<file path="src/rtl/rrd_pkg.sv">
package rrd_pkg;

   // Fixed field positions inside the extended word; the classifier decodes them.
   localparam int CODEC_AW      = 4;
   localparam int UNSOL_BIT     = 4;

   typedef enum logic [1:0] {
      WK_IDLE = 2'd0,
      WK_RSP  = 2'd1,
      WK_EXT  = 2'd2,
      WK_DISP = 2'd3
   } walk_state_e;

   typedef enum logic [1:0] {
      CLS_NONE  = 2'd0,
      CLS_SOL   = 2'd1,
      CLS_UNSOL = 2'd2,
      CLS_SPUR  = 2'd3
   } entry_class_e;

endpackage

</file>
<file path="src/rtl/rrd_ring_walker.sv">
module rrd_ring_walker
   import rrd_pkg::*;
#(
   parameter int RING_DEPTH = 256,
   parameter int WORD_W     = 32,
   parameter int WP_W       = 16,
   localparam int PTR_W     = $clog2(RING_DEPTH)
) (
   input  logic              clk,
   input  logic              rst_n,
   input  logic [WP_W-1:0]   hw_wp_i,
   output logic              rd_en_o,
   output logic [PTR_W:0]    rd_addr_o,
   input  logic [WORD_W-1:0] rd_data_i,
   output logic              disp_o,
   output logic [WORD_W-1:0] rsp_o,
   output logic [WORD_W-1:0] ext_o
);

   localparam logic [WP_W-1:0] PWR_DOWN_MARK = {WP_W{1'b1}};

   walk_state_e       state_q;
   logic [PTR_W-1:0]  rp_q;
   logic [WORD_W-1:0] rsp_q;
   logic              pwr_down;
   logic              pending;

   assign pwr_down = (hw_wp_i == PWR_DOWN_MARK);
   assign pending  = (hw_wp_i[PTR_W-1:0] != rp_q);

   always_ff @(posedge clk) begin
      if (!rst_n) begin
         state_q <= WK_IDLE;
         rp_q    <= '0;
         rsp_q   <= '0;
      end else begin
         unique case (state_q)
            WK_IDLE: begin
               // pointer advances before the slot is fetched
               if (!pwr_down && pending) begin
                  rp_q    <= rp_q + 1'b1;
                  state_q <= WK_RSP;
               end
            end
            WK_RSP:  state_q <= WK_EXT;
            WK_EXT: begin
               rsp_q   <= rd_data_i;
               state_q <= WK_DISP;
            end
            WK_DISP: state_q <= WK_IDLE;
            default: state_q <= WK_IDLE;
         endcase
      end
   end

   assign rd_en_o   = (state_q == WK_RSP) || (state_q == WK_EXT);
   assign rd_addr_o = {rp_q, (state_q == WK_EXT)};
   assign disp_o    = (state_q == WK_DISP);
   assign rsp_o     = rsp_q;
   assign ext_o     = rd_data_i;

   // a payload read is always followed by the extended word of the same slot
   a_r2_ext_follows: assert property (@(posedge clk) disable iff (!rst_n)
      (state_q == WK_RSP) |=> (rd_en_o && rd_addr_o == {$past(rd_addr_o[PTR_W:1]), 1'b1}));

   // the read pointer moves by at most one step per cycle
   a_r3_rp_step: assert property (@(posedge clk) disable iff (!rst_n)
      (state_q != WK_IDLE) |=> (rp_q == $past(rp_q)));

   // nothing is fetched while the pointer reading says powered down
   a_r4_no_fetch_down: assert property (@(posedge clk) disable iff (!rst_n)
      (state_q == WK_IDLE && pwr_down) |=> (!rd_en_o && state_q == WK_IDLE));

endmodule

</file>
<file path="src/rtl/rrd_classify.sv">
module rrd_classify
   import rrd_pkg::*;
#(
   parameter int NUM_CODEC = 8
) (
   input  logic                 disp_i,
   input  logic [UNSOL_BIT:0]   ext_i,
   input  logic [NUM_CODEC-1:0] pend_i,
   output entry_class_e         cls_o,
   output logic [CODEC_AW-1:0]  codec_o
);

   logic [(1<<CODEC_AW)-1:0] pend_w;
   logic                     out_of_range;

   always_comb begin
      pend_w                  = '0;
      pend_w[NUM_CODEC-1:0]   = pend_i;
   end

   assign codec_o      = ext_i[CODEC_AW-1:0];
   assign out_of_range = ({1'b0, codec_o} >= (CODEC_AW+1)'(NUM_CODEC));

   // Priority: address range first, then the unsolicited flag, then the count.
   always_comb begin
      cls_o = CLS_NONE;
      if (disp_i) begin
         if (out_of_range)
            cls_o = CLS_SPUR;
         else if (ext_i[UNSOL_BIT])
            cls_o = CLS_UNSOL;
         else if (pend_w[codec_o])
            cls_o = CLS_SOL;
         else
            cls_o = CLS_SPUR;
      end
   end

endmodule

</file>
<file path="src/rtl/rrd_codec_track.sv">
module rrd_codec_track #(
   parameter int CNT_W  = 8,
   parameter int WORD_W = 32
) (
   input  logic              clk,
   input  logic              rst_n,
   input  logic              inc_i,
   input  logic              dec_i,
   input  logic [WORD_W-1:0] rsp_i,
   output logic              done_o,
   output logic [WORD_W-1:0] res_o
);

   localparam logic [CNT_W-1:0] CNT_MAX = {CNT_W{1'b1}};

   logic [CNT_W-1:0]  cnt_q;
   logic [WORD_W-1:0] res_q;

   always_ff @(posedge clk) begin
      if (!rst_n) begin
         cnt_q <= '0;
         res_q <= '0;
      end else begin
         if (dec_i)
            res_q <= rsp_i;
         unique case ({inc_i, dec_i})
            2'b10:   if (cnt_q != CNT_MAX) cnt_q <= cnt_q + 1'b1;
            2'b01:   cnt_q <= cnt_q - 1'b1;
            default: ;
         endcase
      end
   end

   assign done_o = (cnt_q == '0);
   // result is only presented once every outstanding command is answered
   assign res_o  = done_o ? res_q : '0;

   // simultaneous increment and decrement hold the count
   a_r10_inc_dec_hold: assert property (@(posedge clk) disable iff (!rst_n)
      (inc_i && dec_i) |=> (cnt_q == $past(cnt_q)));

   // a decrement is only ever issued against a non-zero count
   a_r7_dec_nonzero: assert property (@(posedge clk) disable iff (!rst_n)
      dec_i |-> (cnt_q != '0));

endmodule

</file>
<file path="src/rtl/rsp_ring_dispatch.sv">
module rsp_ring_dispatch
   import rrd_pkg::*;
#(
   parameter int RING_DEPTH = 256,
   parameter int NUM_CODEC  = 8,
   parameter int WORD_W     = 32,
   parameter int CNT_W      = 8,
   parameter int WP_W       = 16,
   localparam int PTR_W     = $clog2(RING_DEPTH)
) (
   input  logic                        clk,
   input  logic                        rst_n,
   input  logic [WP_W-1:0]             hw_wp_i,
   output logic                        rd_en_o,
   output logic [PTR_W:0]              rd_addr_o,
   input  logic [WORD_W-1:0]           rd_data_i,
   input  logic                        cmd_valid_i,
   input  logic [CODEC_AW-1:0]         cmd_codec_i,
   output logic                        evt_valid_o,
   output logic [WORD_W-1:0]           evt_rsp_o,
   output logic [WORD_W-1:0]           evt_ext_o,
   output logic                        spur_o,
   output logic [NUM_CODEC-1:0]        done_o,
   output logic [NUM_CODEC*WORD_W-1:0] res_o
);

   // elaboration-time parameter checks
   if ((1 << PTR_W) != RING_DEPTH || RING_DEPTH < 2) begin : g_bad_depth
      $error("RING_DEPTH must be a power of two of at least 2");
   end
   if (NUM_CODEC < 1 || NUM_CODEC > (1 << CODEC_AW)) begin : g_bad_codec
      $error("NUM_CODEC must lie between 1 and 16");
   end
   if (WORD_W <= UNSOL_BIT || PTR_W >= WP_W || CNT_W < 1) begin : g_bad_width
      $error("WORD_W, WP_W or CNT_W too small");
   end

   logic                 disp;
   logic [WORD_W-1:0]    w_rsp;
   logic [WORD_W-1:0]    w_ext;
   entry_class_e         cls;
   logic [CODEC_AW-1:0]  codec;
   logic [NUM_CODEC-1:0] inc_vec;
   logic [NUM_CODEC-1:0] dec_vec;
   logic [NUM_CODEC-1:0] done_vec;

   rrd_ring_walker #(
      .RING_DEPTH (RING_DEPTH),
      .WORD_W     (WORD_W),
      .WP_W       (WP_W)
   ) u_walker (
      .clk       (clk),
      .rst_n     (rst_n),
      .hw_wp_i   (hw_wp_i),
      .rd_en_o   (rd_en_o),
      .rd_addr_o (rd_addr_o),
      .rd_data_i (rd_data_i),
      .disp_o    (disp),
      .rsp_o     (w_rsp),
      .ext_o     (w_ext)
   );

   rrd_classify #(
      .NUM_CODEC (NUM_CODEC)
   ) u_classify (
      .disp_i  (disp),
      .ext_i   (w_ext[UNSOL_BIT:0]),
      .pend_i  (~done_vec),
      .cls_o   (cls),
      .codec_o (codec)
   );

   for (genvar c = 0; c < NUM_CODEC; c++) begin : g_codec
      assign inc_vec[c] = cmd_valid_i && (cmd_codec_i == CODEC_AW'(c));
      assign dec_vec[c] = (cls == CLS_SOL) && (codec == CODEC_AW'(c));

      rrd_codec_track #(
         .CNT_W  (CNT_W),
         .WORD_W (WORD_W)
      ) u_track (
         .clk    (clk),
         .rst_n  (rst_n),
         .inc_i  (inc_vec[c]),
         .dec_i  (dec_vec[c]),
         .rsp_i  (w_rsp),
         .done_o (done_vec[c]),
         .res_o  (res_o[c*WORD_W +: WORD_W])
      );
   end

   assign done_o = done_vec;

   always_ff @(posedge clk) begin
      if (!rst_n) begin
         evt_valid_o <= 1'b0;
         evt_rsp_o   <= '0;
         evt_ext_o   <= '0;
         spur_o      <= 1'b0;
      end else begin
         evt_valid_o <= (cls == CLS_UNSOL);
         spur_o      <= (cls == CLS_SPUR);
         if (cls == CLS_UNSOL) begin
            evt_rsp_o <= w_rsp;
            evt_ext_o <= w_ext;
         end
      end
   end

   // an out-of-range address always ends as a spurious pulse, never as an event
   a_r5_range_spur: assert property (@(posedge clk) disable iff (!rst_n)
      (disp && ({1'b0, w_ext[CODEC_AW-1:0]} >= (CODEC_AW+1)'(NUM_CODEC)))
      |=> (spur_o && !evt_valid_o));

   // an event pulse and a spurious pulse never coincide
   a_r12_one_outcome: assert property (@(posedge clk) disable iff (!rst_n)
      $onehot0({evt_valid_o, spur_o}));

endmodule

</file>
<file path="config.mk">
export PLATFORM = sky130hd
export DESIGN_NAME = rsp_ring_dispatch
export DESIGN_NICKNAME = d
export VERILOG_FILES = /design/src/rtl/rrd_pkg.sv /design/src/rtl/rrd_ring_walker.sv /design/src/rtl/rrd_classify.sv /design/src/rtl/rrd_codec_track.sv /design/src/rtl/rsp_ring_dispatch.sv
export SDC_FILE = /design/constraint.sdc
export NUM_CORES = 1
export LEC_CHECK = 0
export ABC_AREA = 1
export BUFFER_PORTS_ARGS = -buffer_cell sky130_fd_sc_hd__buf_2
export CORE_UTILIZATION = 31
export DETAILED_ROUTE_END_ITERATION = 10
export PLACE_DENSITY = 0.57
export SLEW_MARGIN = 10
export SYNTH_ARGS = -nofsm -noshare
export SYNTH_HDL_FRONTEND = slang
export SYNTH_SLANG_ARGS = --single-unit
export TNS_END_PERCENT = 10
</file>
<file path="constraint.sdc">
create_clock -name clk -period 3.7 [get_ports clk]
set_input_delay 0.74 -clock clk [delete_from_list [all_inputs] [get_ports clk]]
set_output_delay 0.74 -clock clk [all_outputs]
set_load 0.005 [all_outputs]
</file>
==> out/results.txt <==
From left edge to right edge, the die measures 251.9 µm. Counting flops with an async set or reset pin after synthesis yields a share of 0%. Yosys mapped a number of flops with a built-in enable equal to 0.

The worst hold path belongs to the class in -> reg. In this run the power spent charging and discharging nets is 0.003245 W. The insertion delay to the later sink of the worst-skew pair is 0.58 ns, and the maximum buffer depth of the clock tree is 3. The detailed router finished its first iteration with 1092 violations.

The number of nets with antenna violations after detailed routing was 0. In this run the register-to-register setup slack is 0.47 ns. Detail-routed via count per cell: 4.618. After floorplanning, the core was divided into 91 placement rows. The overall fraction of global-route tracks in use is 19.94%, and the clock slew at the register clock pins of the worst setup and hold paths is 0.06 ns. The final critical path takes up 89.28% of the cycle. Max-cap violations in this run came to 0.

The proportion of netlist area held by the largest area contributor is 44.27%. The number of nets handed over by synthesis was 2787. The worst hold path begins at rd_data_i[7]. The count of final max-slew check failures is 0, and the post-synthesis sequential element count is 428. The via count was 17732. The cell-internal power is 0.008218 W, and the number of library cell types mapped by synthesis is 39. Die span in y: 251.9 µm. Based on the critical path, the design can be clocked at up to 302.7 MHz.

The slowest cell on the critical path is inv_1. In this run the cell area measured after placement is 21900 µm². The cell repeated most along the worst path is nor2_1. The run finished with clean final reports.

After filler insertion, the fill cell instance count of the layout stands at 6643. Sum of negative setup slack: 0 ns. Setup repair after global routing left no endpoint under its margin.

In this run the static leakage power is 10.48 nW. The power share of the sequential group came out at 46.5%. The biggest fanout along the worst timing path was 30. The endpoint of the most critical register-to-register path was g_codec[2].u_track.cnt_q[7]. The total count of hold-check failures in the final report was 0. The synthesized cell area was 19350 µm². The number of sinks driven by the clock tree came out at 428. The worst stage delay on the critical path came out at 0.56 ns. The worst hold path terminates at u_walker.rsp_o[7]. The post-route netlist has 18.05% of its cells at a drive strength greater than 1. The worst-case reg-to-reg path depth works out to 22.

The element type at the critical path end was an output pin. The logs give 0 for the number of gates resized after cts and 0 for the remaining global-route overflow. TritonCTS built the clock tree. Wires add up to 65.43 mm. Setup violations remaining at the end of the flow were counted as 0.

The number of search-and-repair iterations in the first detailed-routing pass was 6. Counting I/O delays and the setup requirement, the final critical path takes 3.304 ns. The area growth from synthesis to layout is 22.09%.

The worst hold path cell count was 3; the number of antenna violations at the first check in global routing was 4. By instance count, the leading cell after synthesis is inv_1. The area enclosed by the die boundary came out at 63430 µm².

By area the synthesized netlist is led by dfxtp_1, a21oi_1, o21ai_0. By count the netlist is led by inv_1, nor2_1, dfxtp_1, a21oi_1, o21ai_0. For this run, design rule violations remaining after detail routing come to 0.

Origin of the critical flop-to-flop path: g_codec[3].u_track.cnt_q[0]. Number of nets in the final layout: 3078. For the worst setup path, the data required time is 2.96 ns. For the HPWL after detailed placement, the log shows 44.62 mm. Between clock sinks in the finished design, the worst skew comes to 0.02438 ns. The master cell of the clock root buffer was clkbuf_16.

The logs give 16128 for the number of global-route vias before repair and 28.40% for the relative slew slack. The critical path class is reg -> out. The first global-routing pass estimated 97.10 mm of wire. Of the total power, the clock network draws 45.4%. The count of hold-fix buffers inserted at cts is 0, and the transition time of the tightest slew-check pin is 1.073 ns.

Sort of element at the start of the critical path: a flip-flop. Walking the worst path, the cells encountered are nor2_1 > nand2_1 > nor2_1 > inv_1 > buf_4 > nor2_1 > buf_2. The largest area contributor in the netlist is dfxtp_1. Buffers added to address setup during post-CTS repair amount to 0. During synthesis, Yosys emitted a total of 0 warnings. Net switching is 28.31% of the power. The initial cell density of the core came out at 31.36%. The share of the Yosys chip area taken by registers is 44.27%.

The cell count after synthesis came out at 2672. The worst voltage drop across the vdd grid is 321.5 µV. Summing all non-filler instances in the final layout gives an area of 23630 µm². The logs give 395 for the number of top-level design ports and 2.56 ns for the critical path data arrival time. In this run the number of H-tree levels came out at 2. The congestion estimate from routability-driven global placement came to 0.8736.

The core region is 61710 µm². For this design the ratio of total power to cell area is 485.2 nW/µm². Prevailing post-synth register cell: dfxtp_1. The combinational fraction of design power is 8.1%, and the total clock buffers created by CTS is 50. Each instance of the synthesized netlist takes up on average 7.243 µm². The count of buffers added on input and output ports is 394. After detailed routing, the average wire length per cell comes to 17.04 µm. Entering global routing, the biggest net connects 114 pins.
==> flip-flops by register name, summed over array words and instances (netlist names) <==
name and count:
g_codec.u_track.cnt_q 64, u_walker.rp_q 8, spur_o 1, g_codec.u_track.res_q 256, evt_valid_o 1, u_walker.rsp_o 32
u_walker.state_q 2, evt_ext_o 32, evt_rsp_o 32
==> per-layer routing <==
| layer | vias to the layer above | GRT usage (%) | wire (µm) |
|---|---|---|---|
| met5 | - | 0 | 19 |
| met4 | 4 | 6.632 | 2113 |
| met3 | 116 | 3.539 | 3335 |
| met2 | 425 | 32.43 | 29890 |
| met1 | 8072 | 26.56 | 30070 |
| li1 | 9115 | - | - |
==> worst max path at each step <==
stage / startpoint / endpoint / cells past startpoint
6_report: g_codec[1].u_track.cnt_q[3] / res_o[56] / 7
5_1_grt: g_codec[3].u_track.cnt_q[0] / g_codec[5].u_track.cnt_q[7] / 24
4_1_cts: g_codec[1].u_track.cnt_q[7] / res_o[56] / 7
3_5_place_dp: rd_data_i[1] / g_codec[2].u_track.cnt_q[7] / 21
3_3_place_gp: rd_data_i[1] / g_codec[2].u_track.cnt_q[7] / 23
2_1_floorplan: rd_data_i[3] / g_codec[6].u_track.cnt_q[7] / 22
==> cells by family (layout without fill, tap and decap cells) <==
kind of cell / count (synthesis) / in the layout / share of synthesized area, %
xor gates and xnor gates: 50 / 50 / 2.263
other: 0 / 1 / 0
adders and majority gates: 60 / 60 / 4.190
and+or+nand+nor: 629 / 629 / 13.38
AOI/OAI and AO/OA: 870 / 870 / 22.88
buffers and inverters: 635 / 965 / 13.01
DFF: 428 / 428 / 44.27
==> metrics by stage <==
stage               setup WS (ns)  total power (W)  util, %  hold slack (ns)  std cells
floorplan                  0.2661         0.005667        -           0.4300       2672
global placement           0.2679         0.006388    35.49           0.4288       3748
detailed placement         0.1568         0.006392    35.49           0.4312       3748
CTS                        0.3104          0.01161    38.28           0.3724       3839
global route               0.1154          0.01193    38.29           0.3917       3840
finish                     0.3965          0.01146    38.29           0.4098       3840
==> critical path, delay by kind of cell, from the launching register on <==
| family | cells | cell delay [ns] |
|---|---|---|
| buffers and inverters | 3 | 1.02 |
| AND/OR/NAND/NOR | 4 | 0.59 |
| flip-flops | 1 | 0.34 |
==> cell usage in the layout, fill, tap and decap left out, types with 3 or more instances in the layout <==
cell and count:
a21oi_1 414, a31oi_1 6, buf_12 5, buf_2 393
buf_4 33, bufinv_16 7, clkbuf_1 14, clkbuf_16 51
clkbuf_8 7, clkinv_2 8, dfxtp_1 428, fa_1 8
ha_1 51, inv_1 436, inv_2 6, nand2_1 109
nand2_2 10, nand3_1 29, nand3_2 4, nand4_1 28
nor2_1 429, nor2_2 4, nor3_1 3, nor4_1 4
o21ai_0 412, o21ai_1 18, o21bai_1 6, o221ai_1 4
xnor2_1 15, xor2_1 35
==> power by group through the flow <==
stage,Combinational (W),Sequential [W],Clock (W)
2_1_floorplan,0.000739,0.00493,0
3_3_place_gp,0.000932,0.00546,0
3_5_place_dp,0.000932,0.00546,0
4_1_cts,0.000936,0.00536,0.00532
5_1_grt,0.00105,0.00536,0.00552
6_report,0.000930,0.00533,0.00520
==> final cells by class <==
type	count	area, µm²	area share, %
multi-input cells	1609	8294	35.11
clock inverters	19	300.3	1.271
well taps	837	1047	4.433
inverters	442	1659	7.022
clock buffers	72	1425	6.032
diodes	1	2.502	0.01059
repair buffers	432	2330	9.861
flip-flops and latches	428	8568	36.27
(Power assumes the default switching activity.)
